$ cat config.mk
export PLATFORM = sky130hd
export DESIGN_NAME = int_exec_unit
export DESIGN_NICKNAME = d
export VERILOG_FILES = /design/src/rtl/int_exec_pkg.sv /design/src/rtl/exec_addsub.sv /design/src/rtl/exec_logic.sv /design/src/rtl/exec_shifter.sv /design/src/rtl/int_exec_unit.sv
export SDC_FILE = /design/constraint.sdc
export NUM_CORES = 1
export LEC_CHECK = 0
export CAP_MARGIN = 20
export CORE_UTILIZATION = 35
export DETAILED_ROUTE_END_ITERATION = 10
export GPL_ROUTABILITY_DRIVEN = 0
export PLACE_DENSITY = 0.65
export SLEW_MARGIN = 5
export SYNTH_ARGS = -nofsm -noshare
export SYNTH_HDL_FRONTEND = slang
export SYNTH_SLANG_ARGS = --single-unit
$ cat constraint.sdc
create_clock -name vclk -period 10.55
set_input_delay 1.5825 -clock vclk [all_inputs]
set_output_delay 1.5825 -clock vclk [all_outputs]
set_load 0.01 [all_outputs]
$ cat src/rtl/int_exec_pkg.sv
package int_exec_pkg;
  localparam int unsigned OP_W = 4;

  typedef enum logic [OP_W-1:0] {
    OP_ADD_T  = 4'd0,
    OP_ADD_P  = 4'd1,
    OP_SUB_T  = 4'd2,
    OP_SUB_P  = 4'd3,
    OP_AND    = 4'd4,
    OP_OR     = 4'd5,
    OP_NOT    = 4'd6,
    OP_SHL    = 4'd7,
    OP_SHR_L  = 4'd8,
    OP_SHR_A  = 4'd9
  } exec_op_e;

  localparam logic [OP_W-1:0] OP_LAST = 4'd9;

  typedef enum logic [1:0] {
    UNIT_ARITH,
    UNIT_LOGIC,
    UNIT_SHIFT,
    UNIT_NONE
  } unit_sel_e;
endpackage

$ cat src/rtl/exec_addsub.sv
module exec_addsub #(
  parameter int unsigned DATA_W = 32
) (
  input  logic [DATA_W-1:0] a_i,
  input  logic [DATA_W-1:0] b_i,
  input  logic              sub_i,
  input  logic              trap_i,
  output logic [DATA_W-1:0] sum_o,
  output logic              ovf_o
);
  localparam int unsigned MSB = DATA_W - 1;

  logic [DATA_W-1:0] b_eff;
  logic              ovf_raw;

  // subtract as a + ~b + 1, sharing one adder
  assign b_eff = sub_i ? ~b_i : b_i;
  assign sum_o = a_i + b_eff + {{(DATA_W-1){1'b0}}, sub_i};

  assign ovf_raw = (a_i[MSB] == b_eff[MSB]) && (sum_o[MSB] != a_i[MSB]);
  assign ovf_o   = trap_i & ovf_raw;
endmodule

$ cat src/rtl/exec_logic.sv
module exec_logic #(
  parameter int unsigned DATA_W = 32
) (
  input  logic [DATA_W-1:0]      a_i,
  input  logic [DATA_W-1:0]      b_i,
  input  int_exec_pkg::exec_op_e op_i,
  output logic [DATA_W-1:0]      res_o
);
  import int_exec_pkg::*;

  always_comb begin
    unique case (op_i)
      OP_AND:  res_o = a_i & b_i;
      OP_OR:   res_o = a_i | b_i;
      OP_NOT:  res_o = ~a_i;
      default: res_o = '0;
    endcase
  end
endmodule

$ cat src/rtl/exec_shifter.sv
module exec_shifter #(
  parameter int unsigned DATA_W  = 32,
  parameter int unsigned SHAMT_W = $clog2(DATA_W)
) (
  input  logic [DATA_W-1:0]  a_i,
  input  logic [SHAMT_W-1:0] shamt_i,
  input  logic               left_i,
  input  logic               arith_i,
  output logic [DATA_W-1:0]  res_o
);
  logic [DATA_W-1:0] stage [SHAMT_W+1];
  logic              fill;
  logic [DATA_W-1:0] rev_in;
  logic [DATA_W-1:0] rev_out;

  // left shift = right shift on the bit-reversed word
  always_comb begin
    for (int i = 0; i < int'(DATA_W); i++) begin
      rev_in[i] = a_i[DATA_W-1-i];
    end
  end

  assign fill     = arith_i & ~left_i & a_i[DATA_W-1];
  assign stage[0] = left_i ? rev_in : a_i;

  for (genvar s = 0; s < int'(SHAMT_W); s++) begin : g_stage
    localparam int unsigned SH = 1 << s;
    assign stage[s+1] = shamt_i[s] ? {{SH{fill}}, stage[s][DATA_W-1:SH]} : stage[s];
  end

  always_comb begin
    for (int i = 0; i < int'(DATA_W); i++) begin
      rev_out[i] = stage[SHAMT_W][DATA_W-1-i];
    end
  end

  assign res_o = left_i ? rev_out : stage[SHAMT_W];
endmodule

$ cat src/rtl/int_exec_unit.sv
module int_exec_unit #(
  parameter int unsigned DATA_W  = 32,
  localparam int unsigned SHAMT_W = $clog2(DATA_W)
) (
  input  logic [DATA_W-1:0]  a_i,
  input  logic [DATA_W-1:0]  b_i,
  input  logic [SHAMT_W-1:0] shamt_i,
  input  logic [3:0]         op_i,
  output logic [DATA_W-1:0]  res_o,
  output logic               ovf_o,
  output logic               we_o
);
  import int_exec_pkg::*;

  exec_op_e          op;
  unit_sel_e         unit;
  logic              is_sub;
  logic              is_trap;
  logic              is_left;
  logic              is_arith;
  logic [DATA_W-1:0] arith_res;
  logic [DATA_W-1:0] logic_res;
  logic [DATA_W-1:0] shift_res;
  logic              arith_ovf;

  assign op = exec_op_e'(op_i);

  always_comb begin
    unit     = UNIT_NONE;
    is_sub   = 1'b0;
    is_trap  = 1'b0;
    is_left  = 1'b0;
    is_arith = 1'b0;
    case (op_i)
      OP_ADD_T: begin unit = UNIT_ARITH; is_trap = 1'b1; end
      OP_ADD_P: begin unit = UNIT_ARITH; end
      OP_SUB_T: begin unit = UNIT_ARITH; is_sub = 1'b1; is_trap = 1'b1; end
      OP_SUB_P: begin unit = UNIT_ARITH; is_sub = 1'b1; end
      OP_AND, OP_OR, OP_NOT: unit = UNIT_LOGIC;
      OP_SHL:   begin unit = UNIT_SHIFT; is_left = 1'b1; end
      OP_SHR_L: unit = UNIT_SHIFT;
      OP_SHR_A: begin unit = UNIT_SHIFT; is_arith = 1'b1; end
      default:  unit = UNIT_NONE;
    endcase
  end

  exec_addsub #(.DATA_W(DATA_W)) u_addsub (
    .a_i    (a_i),
    .b_i    (b_i),
    .sub_i  (is_sub),
    .trap_i (is_trap),
    .sum_o  (arith_res),
    .ovf_o  (arith_ovf)
  );

  exec_logic #(.DATA_W(DATA_W)) u_logic (
    .a_i   (a_i),
    .b_i   (b_i),
    .op_i  (op),
    .res_o (logic_res)
  );

  exec_shifter #(.DATA_W(DATA_W), .SHAMT_W(SHAMT_W)) u_shift (
    .a_i     (a_i),
    .shamt_i (shamt_i),
    .left_i  (is_left),
    .arith_i (is_arith),
    .res_o   (shift_res)
  );

  always_comb begin
    unique case (unit)
      UNIT_ARITH: res_o = arith_res;
      UNIT_LOGIC: res_o = logic_res;
      UNIT_SHIFT: res_o = shift_res;
      default:    res_o = '0;
    endcase
  end

  assign ovf_o = (unit == UNIT_ARITH) & arith_ovf;
  // a trap blocks the register write
  assign we_o  = (unit != UNIT_NONE) & ~ovf_o;
endmodule

==> results.txt, run 1 <==
Capture point of the critical path - res_o[28]
Setup TNS Final - 0 ns
Post-detailed-route DRC marker count - 0
Final setup violation count - 0
Endpoint kind of the worst setup timing path - primary output
Initial detailed-routing violation count - 675
Critical Path Source - op_i[2]
Number of buffers inserted to repair setup after CTS - 0
Synthesized instance count - 710
Overall via count from detail_route - 6,378
Wirelength, routed - 22.0 mm
Layout filler cell count - 1,522
Highest ir drop seen on vdd - 27.5 µV
Total grt overflow - 0
F_max - 119 MHz
Number of rows created at floorplan - 45
FF+latch area - 0 µm²
DR top layer - met4
Mapped cell area - 0.00550 mm²
FF+latch count - 0
Remaining antenna violation count - 0
Pin slew with the least headroom to its limit - 1.10 ns
Most used cells in the layout excluding fill and tap cells - clkdlybuf4s50_1 (107), nand2_1 (67), mux2i_1 (56)
Detailed-routing iteration count for the pre-antenna-repair pass - 5
Vias per cell - 6.51
Post-synth cell types - 66
Final number of hold-violating endpoints - 0
Layout-stage area growth over the synthesis result - 21.6%
Part of the cycle the worst path needs - 79.6%
Setup crit start kind - primary input
Die height - 127 µm
Detail Route met3 WL - 2.13 mm
Number of buffer cells added on primary ports - 107
Post-Route M1 WL - 9.09 mm
Pre-CTS worst setup slack - 2.21 ns
Post-DR wirelength/cell - 22.4 µm
Fraction of final layout cells sized beyond drive strength 1 - 8.20%
Largest net degree at the start of global routing - 42
Setup repair after global routing missed its margin - false
Max cap viols - 0
Register area share after synthesis - 0%
Status - finished, final reports clean
Post-route cell area - 0.00668 mm²
Post_cts resized - 0
Pleak - 2.55 nW
Starting density of the core - 36.0%
Post-DP Area - 0.00668 mm²
# diodes - 0
Die area - 0.0162 mm²
Layout clock buffers - 0
Post-layout minimum cycle time - 8.40 ns
Synth Warn # - 0
Number of nets in the layout - 877
DP HPWL - 17.1 mm
DR WL met2 - 10.1 mm
Syn Nets - 817
Most common cell after layout, fill and taps aside - clkdlybuf4s50_1
Post-cts hold buffer count - 0
Arrival time at the worst endpoint - 6.82 ns
Critical path required time - 8.97 ns
Global-route usage over all layers - 26.2%
Number of antenna violations at the first check in global routing - 0
Mean cell area of the mapped netlist - 7.74 µm²
Pwr Density - 65.5 mW/mm²
Setup ws final - 2.15 ns
Via count of the first global-routing pass - 5,870
I/O Pins - 107
Max-slew violation count - 0
First-pass GRT wire length - 33.5 mm
Total power - 437 µW
Die width - 127 µm
Max transition margin - 26.3%
WS Path Type - in2out
Crit-path max FO - 31
Share of the core filled with cells in the final layout - 43.8%
HP Class - in2out
Core region area - 0.0153 mm²
where the power goes:
part	internal (mW)	switching [mW]	total, mW
sequential	0	0	0
clock	0	0	0
combinational	0.195	0.243	0.437
kinds of logic after synthesis:
kind of cell    after synthesis  synth area share (%)
mux                          96                  25.8
simple gates                164                  14.1
compound gates              256                  32.2
buf+inv                      72                  5.24
fa+ha+maj                    65                  13.5
xor+xnor                     57                  9.08
routing by layer:
layer | vias to the layer above | GRT usage [%]
li1 | 2911 | -
met1 | 3037 | 35.8
met2 | 385 | 43.9
met3 | 45 | 2.85
met4 | 0 | 6.79
met5 | - | 0
worst min path at each step:
| stage | startpoint | end | slack [ns] | cells past startpoint |
|---|---|---|---|---|
| after global placement | op_i[3] | we_o | 4.47 | 4 |
| after floorplan | op_i[3] | we_o | 3.34 | 2 |
| final | op_i[3] | we_o | 4.48 | 4 |
| after detailed placement | op_i[3] | we_o | 4.47 | 4 |
| after CTS | op_i[3] | we_o | 4.48 | 4 |
| after global routing | op_i[3] | we_o | 4.53 | 4 |
synthesized netlist by cell type (all sizes together) (13+ instances only):
cell	n	share of area (%)
nand2	67	4.6
mux2i	56	10
a21oi	55	5.0
o21ai	48	4.4
nor2	45	3.1
clkbuf	42	2.9
xor2	42	6.7
mux4	36	15
ha	33	7.5
maj3	31	5.6
o221ai	20	3.3
buf	18	1.5
xnor2	15	2.4
a211oi	14	1.9
a221oi	14	2.3
o211ai	14	1.9
a21o	13	1.8
area by class of cell:
type	count	area (µm²)	share of cell area, %
multi-input combinational	638	5220	78.1
inverter	12	45.0	0.674
timing repair buffer	118	1150	17.3
tap	211	264	3.95
through the flow:
stage / hold WS [ns] / cells
3_3_place_gp: 4.47 / 979
4_1_cts: 4.48 / 979
2_1_floorplan: 3.34 / 710
6_report: 4.48 / 979
3_5_place_dp: 4.47 / 979
5_1_grt: 4.53 / 979
critical path: stages:
cell,delay [ns]
clkdlybuf4s50_1,0.57
nor2_1,0.15
buf_4,0.28
and2_2,0.79
xor2_1,0.22
fa_1,0.48
a211o_1,0.29
a211o_1,0.32
a31o_2,0.28
a32o_1,0.32
a21oi_1,0.25
o21a_1,0.29
mux2i_1,0.12
a221o_1,0.38
clkdlybuf4s50_1,0.49
No activity file was read; power rests on OpenSTA's default activity.
==> run 2, diff against run 1 <==
--- a/config.mk
+++ b/config.mk
@@ -9,7 +9,7 @@
 export CORE_UTILIZATION = 35
 export DETAILED_ROUTE_END_ITERATION = 10
 export GPL_ROUTABILITY_DRIVEN = 0
-export PLACE_DENSITY = 0.65
+export PLACE_DENSITY = 0.67
 export SLEW_MARGIN = 5
 export SYNTH_ARGS = -nofsm -noshare
 export SYNTH_HDL_FRONTEND = slang
==> constraint.sdc (replaced) <==
create_clock -name vclk -period 7.35
set_input_delay 1.1025 -clock vclk [all_inputs]
set_output_delay 1.1025 -clock vclk [all_outputs]
set_load 0.01 [all_outputs]
==> run 2 against run 1 <==
  * Routed wire length shrank 1.2%
  * Setup slack got worse by 1.6 ns
  * Final cell count grew 0.92%
  * Die area stayed put
  * Via count increased by 0.61%
  * Hold slack worse by 0.97 ns
  * Core utilization is 0.57 points higher
  * Critical endpoint is now we_o
==> results.txt, run 2 (same netlist as run 1, synthesis figures left out) <==
Status - finished, final reports clean
Post-layout minimum cycle time - 6.79 ns
Post-DP Area - 0.00676 mm² (+1.1%)
Post-detailed-route DRC marker count - 0 (unchanged)
Largest net degree at the start of global routing - 42 (unchanged)
Setup TNS Final - 0 ns (unchanged)
# diodes - 0 (unchanged)
Part of the cycle the worst path needs - 92.4%
Number of rows created at floorplan - 45 (unchanged)
Most common cell after layout, fill and taps aside - clkdlybuf4s50_1
I/O Pins - 107 (unchanged)
Post-DR wirelength/cell - 21.9 µm (-2.1%)
Family with the most delay on the worst path - buffers and inverters
Detailed-routing iteration count for the pre-antenna-repair pass - 5 (unchanged)
Total grt overflow - 0 (unchanged)
Starting density of the core - 36.0% (unchanged)
Number of buffer and inverter stages on the critical path - 3 (unchanged)
Number of buffers inserted to repair setup after CTS - 0 (unchanged)
Max-slew violation count - 0 (unchanged)
Setup ws final - 0.560 ns (-1.59 ns)
Wirelength, routed - 21.7 mm (-1.2%)
Post-route cell area - 0.00677 mm² (+1.3%)
Final number of hold-violating endpoints - 0 (unchanged)
Highest ir drop seen on vdd - 45.3 µV (+65%)
Post-Layout Cell Count - 988 (+0.92%)
Setup repair after global routing missed its margin - false
Vias per cell - 6.49 (-0.31%)
Crit-path max FO - 25 (-19%)
Pre-CTS worst setup slack - 0.626 ns (-1.59 ns)
Global-route usage over all layers - 26.0% (-0.25 points)
FF+latch area - 0 µm² (unchanged)
F_max - 147 MHz
Layout clock buffers - 0 (unchanged)
Arrival time at the worst endpoint - 5.69 ns (-1.13 ns)
Beginning of the worst hold path - op_i[3]
Number of buffer cells added on primary ports - 107 (unchanged)
Remaining antenna violation count - 0 (unchanged)
Pwr Density - 92.9 mW/mm² (+42%)
Initial detailed-routing violation count - 700 (+3.7%)
Cell-by-cell listing of the critical path - clkdlybuf4s50_1, and2_2, buf_12, xor2_1, ha_1, and4_1, a211oi_1, o21ai_1, a31oi_1, o31ai_1, a211oi_1, mux2_2, nor2_1, clkdlybuf4s50_1
Post-cts hold buffer count - 0 (unchanged)
Post_cts resized - 0 (unchanged)
Most used cells in the layout excluding fill and tap cells - clkdlybuf4s50_1 (107), nand2_1 (67), mux2i_1 (56)
HP Class - in2out
Via count of the first global-routing pass - 6,058 (+3.2%)
Number of nets in the layout - 886 (+1.0%)
FF+latch count - 0 (unchanged)
Total power - 629 µW (+44%)
Final setup violation count - 0 (unchanged)
Critical Path Source - op_i[1]
Layout-stage area growth over the synthesis result - 23.2%
WS Path Type - in2out
Max transition margin - 55.5% (+29 points)
Placed cell count - 987 (+0.82%)
Endpoint kind of the worst setup timing path - primary output
Overall via count from detail_route - 6,417 (+0.61%)
Largest stage delay, worst path - 0.72 ns (-0.07 ns)
Die width - 127 µm (unchanged)
Fraction of final layout cells sized beyond drive strength 1 - 9.27% (+1.1 points)
Die height - 127 µm (unchanged)
Number of antenna violations at the first check in global routing - 0 (unchanged)
Die area - 0.0162 mm² (unchanged)
DP HPWL - 17.2 mm (+0.45%)
Core region area - 0.0153 mm² (unchanged)
Pleak - 2.60 nW (+2.0%)
Slowest cell on crit path - clkdlybuf4s50_1
Critical path required time - 6.25 ns (-2.72 ns)
Setup crit start kind - primary input
First-pass GRT wire length - 33.3 mm (-0.56%)
Pin slew with the least headroom to its limit - 0.665 ns (-0.438 ns)
Max cap viols - 0 (unchanged)
run 2: cell types whose count changed in the layout (fill, tap and decap cells not counted):
| cell | previous run | this run |
|---|---|---|
| buf_8 | 0 | 1 |
| buf_4 | 11 | 18 |
| buf_12 | 0 | 1 |
run 2: area by class of cell:
class / instances / area (µm²)
fillers: 1562 / 8490
inverters: 12 / 45.0
multi-input cells: 638 / 5220
well taps: 211 / 264
repair buffers: 127 / 1240
run 2: routing by layer:
layer  vias up  wire length (µm)  global-route usage [%]
li1       2925                 -                       -
met1      3021              8760                    34.1
met2       390              9660                    42.3
met3        81              2250                    4.56
met4         0               995                    10.0
met5         -                 0                       0
run 2: final timing paths:
kind	to	slack [ns]	cells past startpoint
worst max-delay path	we_o	0.56	14
worst min-delay path	we_o	3.51	4
run 2: report_power, final:
part	leakage, nW	internal, mW	switching (mW)	total (mW)
combinational	2.60	0.283	0.346	0.629
clock	0	0	0	0
sequential	0	0	0	0
run 2: worst min-delay path, stage by stage:
cell and delay [ns]:
clkdlybuf4s50_1 0.62, nor2b_1 0.17, nor2_1 0.05, clkdlybuf4s50_1 0.46
run 2: metrics by stage:
stage / util [%] / hold slack (ns)
after floorplan: - / 2.38
after global placement: 44.3 / 3.51
after detailed placement: 44.3 / 3.51
after CTS: 44.3 / 3.51
after global routing: 44.4 / 3.56
final: 44.4 / 3.51
